$ cat config.mk
export PLATFORM = sky130hd
export DESIGN_NAME = led_ctrl
export DESIGN_NICKNAME = d
export VERILOG_FILES = /design/src/rtl/led_ctrl_pkg.sv /design/src/rtl/led_blink_gen.sv /design/src/rtl/led_stretch.sv /design/src/rtl/led_pin_sel.sv /design/src/rtl/led_ctrl.sv
export SDC_FILE = /design/constraint.sdc
export NUM_CORES = 1
export LEC_CHECK = 0
export ABC_AREA = 1
export ABC_CLOCK_PERIOD_IN_PS = 2550
export BUFFER_PORTS_ARGS = -buffer_cell sky130_fd_sc_hd__buf_2
export CORE_MARGIN = 2
export CORE_UTILIZATION = 41
export DETAILED_ROUTE_END_ITERATION = 7
export PLACE_DENSITY = 0.53
export SLEW_MARGIN = 15
export SYNTH_ARGS = -nofsm -noshare
export SYNTH_HDL_FRONTEND = slang
export SYNTH_SLANG_ARGS = --single-unit
$ cat constraint.sdc
create_clock -name clk -period 2.55 [get_ports clk]
set_input_delay 0.6375 -clock clk [delete_from_list [all_inputs] [get_ports clk]]
set_output_delay 0.6375 -clock clk [all_outputs]
set_load 0.005 [all_outputs]
$ cat src/rtl/led_ctrl_pkg.sv
package led_ctrl_pkg;

    typedef enum logic [1:0] {
        LED_NORMAL = 2'b00,
        LED_ON     = 2'b01,
        LED_OFF    = 2'b10,
        LED_BLINK  = 2'b11
    } led_mode_e;

endpackage

$ cat src/rtl/led_blink_gen.sv
module led_blink_gen #(
    parameter int BLINK_HALF = 2_000_000
) (
    input  logic clk,
    input  logic rst_n,
    output logic phase_o
);
    localparam int CW = (BLINK_HALF > 2) ? $clog2(BLINK_HALF) : 1;
    localparam logic [CW-1:0] LAST = CW'(BLINK_HALF - 1);

    typedef struct packed {
        logic [CW-1:0] cnt;
        logic          ph;
    } blink_st_t;

    blink_st_t st_d, st_q;

    always_comb begin
        st_d = st_q;
        if (st_q.cnt == LAST) begin
            st_d.cnt = '0;
            st_d.ph  = ~st_q.ph;
        end else begin
            st_d.cnt = st_q.cnt + 1'b1;
        end
    end

    always_ff @(posedge clk or negedge rst_n) begin
        if (!rst_n) st_q <= '0;
        else        st_q <= st_d;
    end

    assign phase_o = st_q.ph;
endmodule

$ cat src/rtl/led_stretch.sv
module led_stretch #(
    parameter int STRETCH_CYC = 1_000_000
) (
    input  logic clk,
    input  logic rst_n,
    input  logic ev_i,
    output logic active_o
);
    localparam int CW = (STRETCH_CYC > 2) ? $clog2(STRETCH_CYC) : 1;
    localparam logic [CW-1:0] RELOAD = CW'(STRETCH_CYC - 1);

    logic [CW-1:0] cnt_d, cnt_q;
    logic          running;

    assign running = (cnt_q != '0);

    always_comb begin
        if (ev_i)         cnt_d = RELOAD;
        else if (running) cnt_d = cnt_q - 1'b1;
        else              cnt_d = cnt_q;
    end

    always_ff @(posedge clk or negedge rst_n) begin
        if (!rst_n) cnt_q <= '0;
        else        cnt_q <= cnt_d;
    end

    assign active_o = ev_i | running;
endmodule

$ cat src/rtl/led_pin_sel.sv
module led_pin_sel
    import led_ctrl_pkg::*;
(
    input  led_mode_e mode_i,
    input  logic      normal_i,
    input  logic      blink_i,
    output logic      drv_o
);
    always_comb begin
        unique case (mode_i)
            LED_NORMAL: drv_o = normal_i;
            LED_ON:     drv_o = 1'b1;
            LED_OFF:    drv_o = 1'b0;
            LED_BLINK:  drv_o = blink_i;
            default:    drv_o = 1'b0;
        endcase
    end
endmodule

$ cat src/rtl/led_ctrl.sv
module led_ctrl
    import led_ctrl_pkg::*;
#(
    parameter int BLINK_HALF  = 2_000_000,
    parameter int STRETCH_CYC = 1_000_000,
    parameter int NPIN        = 2
) (
    input  logic       clk,
    input  logic       rst_n,
    input  logic [1:0] mode0_i,
    input  logic [1:0] mode1_i,
    input  logic       link_sel_i,
    input  logic       coll_i,
    input  logic       act_i,
    input  logic       link_pass_i,
    output logic [1:0] drv_low_o
);
    typedef struct packed {
        logic [NPIN-1:0] drv;
    } out_st_t;

    out_st_t out_d, out_q;

    logic            blink_ph;
    logic [NPIN-1:0] ev_raw, ev_str, normal_src, pin_drv;
    led_mode_e       pin_mode [NPIN];

    assign ev_raw      = {coll_i, act_i};
    assign pin_mode[0] = led_mode_e'(mode0_i);
    assign pin_mode[1] = led_mode_e'(mode1_i);

    assign normal_src[0] = ev_str[0];
    assign normal_src[1] = link_sel_i ? link_pass_i : ev_str[1];

    led_blink_gen #(.BLINK_HALF(BLINK_HALF)) u_blink (
        .clk     (clk),
        .rst_n   (rst_n),
        .phase_o (blink_ph)
    );

    for (genvar p = 0; p < NPIN; p++) begin : g_pin
        led_stretch #(.STRETCH_CYC(STRETCH_CYC)) u_str (
            .clk      (clk),
            .rst_n    (rst_n),
            .ev_i     (ev_raw[p]),
            .active_o (ev_str[p])
        );
        led_pin_sel u_sel (
            .mode_i   (pin_mode[p]),
            .normal_i (normal_src[p]),
            .blink_i  (blink_ph),
            .drv_o    (pin_drv[p])
        );
    end

    always_comb begin
        out_d     = out_q;
        out_d.drv = pin_drv;
    end

    always_ff @(posedge clk or negedge rst_n) begin
        if (!rst_n) out_q <= '0;
        else        out_q <= out_d;
    end

    assign drv_low_o = out_q.drv;
endmodule

### After elaboration in Yosys (flattened, before gate mapping)

Cells that the tools add are included.

* latch bits: 0
* memories kept: 0
* memory bits (writable): 0
* input port bits: 10
* logic and storage cells: 32
* memory bits (read-only): 0
* flip-flop bits (word level): 64
* output and inout port bits: 2

* div/mod/pow operators: 0
* reduce and logical (&&, ||, !) cells: 6
* eq/ne operators: 7
* multiply operators: 0
* mux-type cells: 8
* $lt $le $gt $ge: 0
* shifts and indexed selects: 0
* bitwise logic cells: 3
* add/subtract/negate cells: 3

Operator list (count)
* $mux W20: 4
* $reduce_bool A20 Y1: 2
* $sub A20 B1 Y20 const B: 2
* $add A21 B1 Y21 const B: 1
* $eq A21 B21 Y1 const B: 1
* $mux W21: 1
* $eq A2 B2 Y1 const B: 4
* $pmux W1 S4: 2
* $eq A2 B1 Y1 const B: 2
* $logic_not A2 Y1: 2
* $reduce_bool A2 Y1: 2
* $or A1 B1 Y1: 2
* $mux W1: 1
* $not A1 Y1: 1

### Depth between registers and ports, before layout

* depth in word-level cells: 4
* gate-level depth with buffers: 9
* gate-level depth less buffers: 9

### By module

A second synthesis with hierarchy kept.

* cell total of the unflattened synthesis: 577
* area, all modules: 4051.4 um^2

Modules (own cells, without submodules)
* led_stretch: instances 2, cells an instance 193, area each 1327.5 um^2, seq. area each 500.5 um^2
* led_blink_gen: instances 1, cells an instance 173, area each 1286.2 um^2, seq. area each 550.5 um^2
* led_ctrl: instances 1, cells an instance 6, area each 65.1 um^2, seq. area each 50.0 um^2
* led_pin_sel: instances 2, cells an instance 6, area each 22.5 um^2, seq. area each 0.0 um^2

### Least setup slack after synthesis

No wires, ideal clock.

* kind: reg2reg
* from: register g_pin[0].u_str.cnt_q[0]
* to: register g_pin[0].u_str.cnt_q[0]
* clock period less this slack: 1.582 ns
* arrival time: 1.462 ns
* stages on the path, launching flop included: 9
* data required time: 2.431 ns
* buffers on the path: 1
* setup slack: 0.968 ns
* setup time: 0.119 ns
* cell sequence: dfrtp_1 inv_1 ha_1 nand2_4 nor2_8 nand3_4 buf_6 a21oi_2 nand2_1

* word-level cells in the longest chain between the ends: 3
* elaborated cells on any way between the ends: 5
* classes of those cells: add/sub (1); mux (2); reduce/logical (2)

RTL lines
* start, declared: line led_stretch.sv:12 `logic [CW-1:0] cnt_d, cnt_q;`
* start signal, assigned: line led_stretch.sv:25 `else cnt_q <= cnt_d;`
* $sub A20 B1 Y20: line led_stretch.sv:19 `else if (running) cnt_d = cnt_q - 1'b1;`
* $mux W20: line led_stretch.sv:19
* $mux W20: line led_stretch.sv:18 `if (ev_i) cnt_d = RELOAD;`

Parallel ways exist; a longest one is shown, timed or not. The select of a mux whose other input is x is not followed.
A chain may end at the register's enable or synchronous reset.

### Final worst setup path

* from: register g_pin[0].u_str.cnt_q[0]
* to: register out_q, in the netlist drv_low_o[0]

* word-level cells in the longest chain between the ends: 3

RTL lines
* $reduce_bool A20 Y1: line led_stretch.sv:15 `assign running = (cnt_q != '0);`
* $or A1 B1 Y1: line led_stretch.sv:28 `assign active_o = ev_i | running;`
* $pmux W1 S4: line led_pin_sel.sv:10 `unique case (mode_i)`
* net g_pin[0].u_sel.drv_o: line led_pin_sel.sv:7 `output logic drv_o`
* end signal, assigned: line led_ctrl.sv:63 `else out_q <= out_d;`
* end, declared: line led_ctrl.sv:22 `out_st_t out_d, out_q;`

The timed path passes the listed nets, and every way through them passes these cells.

==> summary.md <==
| Metric | Value |
|---|---|
| Worst path max stage delay | around 0.40 ns |
| Max transition margin | 0.647 |
| Routed Antenna Nets | 0 |
| P_int | ~1.4 mW |
| Syn Nets | 527 |
| Max-slew violation count | 0 |
| Clock Path Buffers | 2 |
| Syn-to-layout area delta | 8.84% |
| Syn Inst Count | around 510 |
| Main synth FF type | dfrtp_1 |
| Fmax | about 520 MHz |
| Row cnt | 34 |
| CP startpoint kind | register |
| IO Pins | 12 |
| H-tree depth | 3 |
| Buffers added on ports | 11 |
| Routed WL per cell | ~14 um |
| P_sw | 0.466 mW |
| Clock Skew | ~0.011 ns |
| Worst Path Buf+Inv | 1 |
| Post-cts sizing count | 0 |
| Initial Utilization | 0.428 |
| CTS Buf Count | 9 |
| Crit. Startpoint | g_pin[0].u_str.cnt_q[0] |
| Worst VDD drop | around 0.22 mV |
| CP endpoint | drv_low_o[0] |
| Area of the multi-input gates | between 1500 and 2000 sq um |
| Reg2reg end | drv_low_o[0] |
| Fin. Hold Viols | 0 |
| Die Y-Extent | approximately 100 um |
| FF-to-FF path depth | 7 |
| Via Count | ~3300 |
| TritonCTS Sinks | between 60 and 70 |
| Final period utilization | 0.748 |
| First-pass GRT wire length | roughly 15000 um |
| Final min period | 1.91 ns |
| Die area | approximately 10000 sq um |
| Crit Path Category | reg2reg |
| Gpl congestion | around 0.98 |
| Flops & latches, synth | 64 |
| Leakage | 1.88 nW |
| Root Buffer | clkbuf_8 |
| ANT cells | 0 |
| Initial DRC count | 124 |
| Post-CTS Setup Bufs | 0 |
| Final WL | a little under 9000 um |
| Post-layout net count | about 540 |
| 1st-pass router iterations | 4 |
| Fin cells | approximately 640 |
| FF-to-FF setup slack | 0.64 ns |
| Crit Path Max Fanout | 16 |
| HP Class | in2async |
| Die width | between 90 and 100 um |
| Count of final setup violators | 0 |
| Critical-path cell list | inv_1 -> ha_1 -> nand2_4 -> nor2_8 -> nand3_4 -> nor2_4 -> o21ai_0 |
| Sequential Power Share | 0.546 |
| RSZ-0062 raised after global routing | false |
| Async set-or-reset flop fraction in the synthesized netlist | 1.00 |
| Overflow after GRT | 0 |
| Switching Share | 0.246 |
| Avg Synthesized Cell Area | between 7 and 8 sq um |
| Post-synthesis cell type count | 40 |
| Setup TNS | 0 ns |
| RR Startpoint | g_pin[0].u_str.cnt_q[0] |
| Initial antenna violation count | 0 |
| Mapped Area | about 3800 sq um |
| Register Area | 1600 sq um |
| Core area | just under 9000 sq um |
| Gate power share | 0.041 |
| Seq/Total Area, Yosys | 0.425 |
| Pwr Density | 461 nW/um^2 |
| Crit path max-delay family | simple AND/OR/NAND/NOR gates |
| Vias in the first global route | 3245 |
| Slowest-stage cell, CP | dfrtp_1 |
| CTS tree | done |
| Cell count along the critical path | 7 |
| CP endpoint kind | register |
| Overall Global Routing Usage | 0.194 |
| Fin area | between 4000 and 5000 sq um |
| Placed cell count | approximately 630 |
| Insertion delay to the later sink of the worst-skew pair | ~0.35 ns |
| YS warnings | 0 |
| Hold buffers post-CTS | 0 |
| Actual slew at the worst max-slew pin | roughly 0.53 ns |
| # DRC | 0 |
| Via density | between 5 and 6 |
| Clk pin slew, worst setup/hold paths | about 0.080 ns |
| Area after DPL | around 3900 sq um |
| FILL cells | 912 |
| Dpl hpwl | ~6600 um |
| Outcome | finished clean |
| Tot Pwr | between 1.5 and 2 mW |
| Max_cap viols | 0 |
| Share of layout cells above drive strength 1 | 0.101 |
| Clock group share of total power | 0.414 |
| Crit path arrival time | roughly 2.1 ns |
| Largest net degree at the start of global routing | 44 |
| Post-synth EDFFs | 0 |
| Critical Path RT | approximately 2.8 ns |
## cell usage in the layout (no fill, tap or decap), types with 4 or more instances in the layout
master	n
nor2_2	6
nand3_1	46
nand2_1	115
clkbuf_8	10
buf_2	11
nor2_4	4
inv_1	59
nor2_1	107
nand4_1	17
a21o_1	5
o21ai_0	16
xor2_1	11
a21oi_1	17
nor3_1	4
nand2_2	4
dfrtp_1	64
## sequential cells by signal, summed over array words and instances, names as in the netlist
signal             flops
u_blink.st_q          21
g_pin.u_str.cnt_q     40
u_blink.phase_o        1
drv_low_o              2
## worst register-to-register path: stages (launching register included)
cell     delay, ns
dfrtp_1       0.40
inv_1         0.18
ha_1          0.33
nand2_4       0.13
nor2_8        0.16
nand3_4       0.22
nor2_4        0.26
o21ai_0       0.11
## how the worst min path moves through the flow
| stage | to | startpoint | cells past startpoint |
|---|---|---|---|
| floorplan | drv_low_o[0] | rst_n | 0 |
| global placement | g_pin[1].u_str.cnt_q[19] | g_pin[1].u_str.cnt_q[19] | 1 |
| detailed placement | g_pin[1].u_str.cnt_q[19] | g_pin[1].u_str.cnt_q[19] | 1 |
| CTS | g_pin[1].u_str.cnt_q[16] | rst_n | 1 |
| global route | g_pin[1].u_str.cnt_q[16] | rst_n | 1 |
| finish | g_pin[1].u_str.cnt_q[16] | rst_n | 1 |
## area by class of cell
class / instances / share of cell area
Inverter: 61 / 0.0562
Tap cell: 108 / 0.0330
Clock inverter: 3 / 0.00427
Sequential cell: 64 / 0.391
Timing Repair Buffer: 12 / 0.0183
Multi-Input combinational cell: 383 / 0.461
Clock buffer: 13 / 0.0363
## through the flow
stage	utilization	hold slack (ns)	setup slack, ns
after global placement	0.446	0.483	0.766
after CTS	0.465	0.280	0.622
after floorplan	-	0.342	0.968
after global routing	0.465	0.300	0.474
final	0.465	0.258	0.643
after detailed placement	0.446	0.490	0.645
## power by group through the flow
stage               logic [mW]  clock network, mW  registers [mW]
floorplan               0.0371                  0            1.05
global placement        0.0786                  0            1.05
detailed placement      0.0796                  0            1.05
CTS                     0.0796              0.808            1.03
global route            0.0890              0.847            1.03
finish                  0.0766              0.782            1.03
## synthesized netlist by cell type, types with 2 or more instances
| cell | n | area, sq um |
|---|---|---|
| nand2_1 | 115 | 432 |
| nor2_1 | 107 | 402 |
| dfrtp_1 | 64 | 1600 |
| inv_1 | 59 | 221 |
| nand3_1 | 46 | 230 |
| a21oi_1 | 17 | 85.1 |
| nand4_1 | 17 | 106 |
| o21ai_0 | 16 | 80.1 |
| xor2_1 | 11 | 96.3 |
| nor2_2 | 6 | 37.5 |
| a21o_1 | 5 | 37.5 |
| nand2_2 | 4 | 25.0 |
| nor2_4 | 4 | 45.0 |
| nor3_1 | 4 | 20.0 |
| ha_1 | 3 | 37.5 |
| or2_2 | 3 | 18.8 |
| a21oi_2 | 2 | 17.5 |
| buf_2 | 2 | 10.0 |
| buf_6 | 2 | 22.5 |
| nand3_4 | 2 | 35.0 |
| nor3b_1 | 2 | 15.0 |
| o211ai_1 | 2 | 15.0 |
| o21ai_1 | 2 | 10.0 |
| o21bai_1 | 2 | 15.0 |
| o31ai_1 | 2 | 15.0 |
## cell families after synthesis
family          after synthesis  synth area share
simple gates                318             0.387
flops                        64             0.425
compound gates               50            0.0774
fa+ha+maj                     3           0.00997
buf+inv                      67            0.0728
xor+xnor                     12            0.0279
## routing by layer
layer  GRT usage  vias up  routed length (um)
li1            -     1690                   -
met4      0.0695        0                  78
met5           0        -                   0
met3      0.0341        6                 261
met2       0.306       52                3950
met1       0.270     1558                4440
Note: power is estimated with default switching activity, not from simulation.
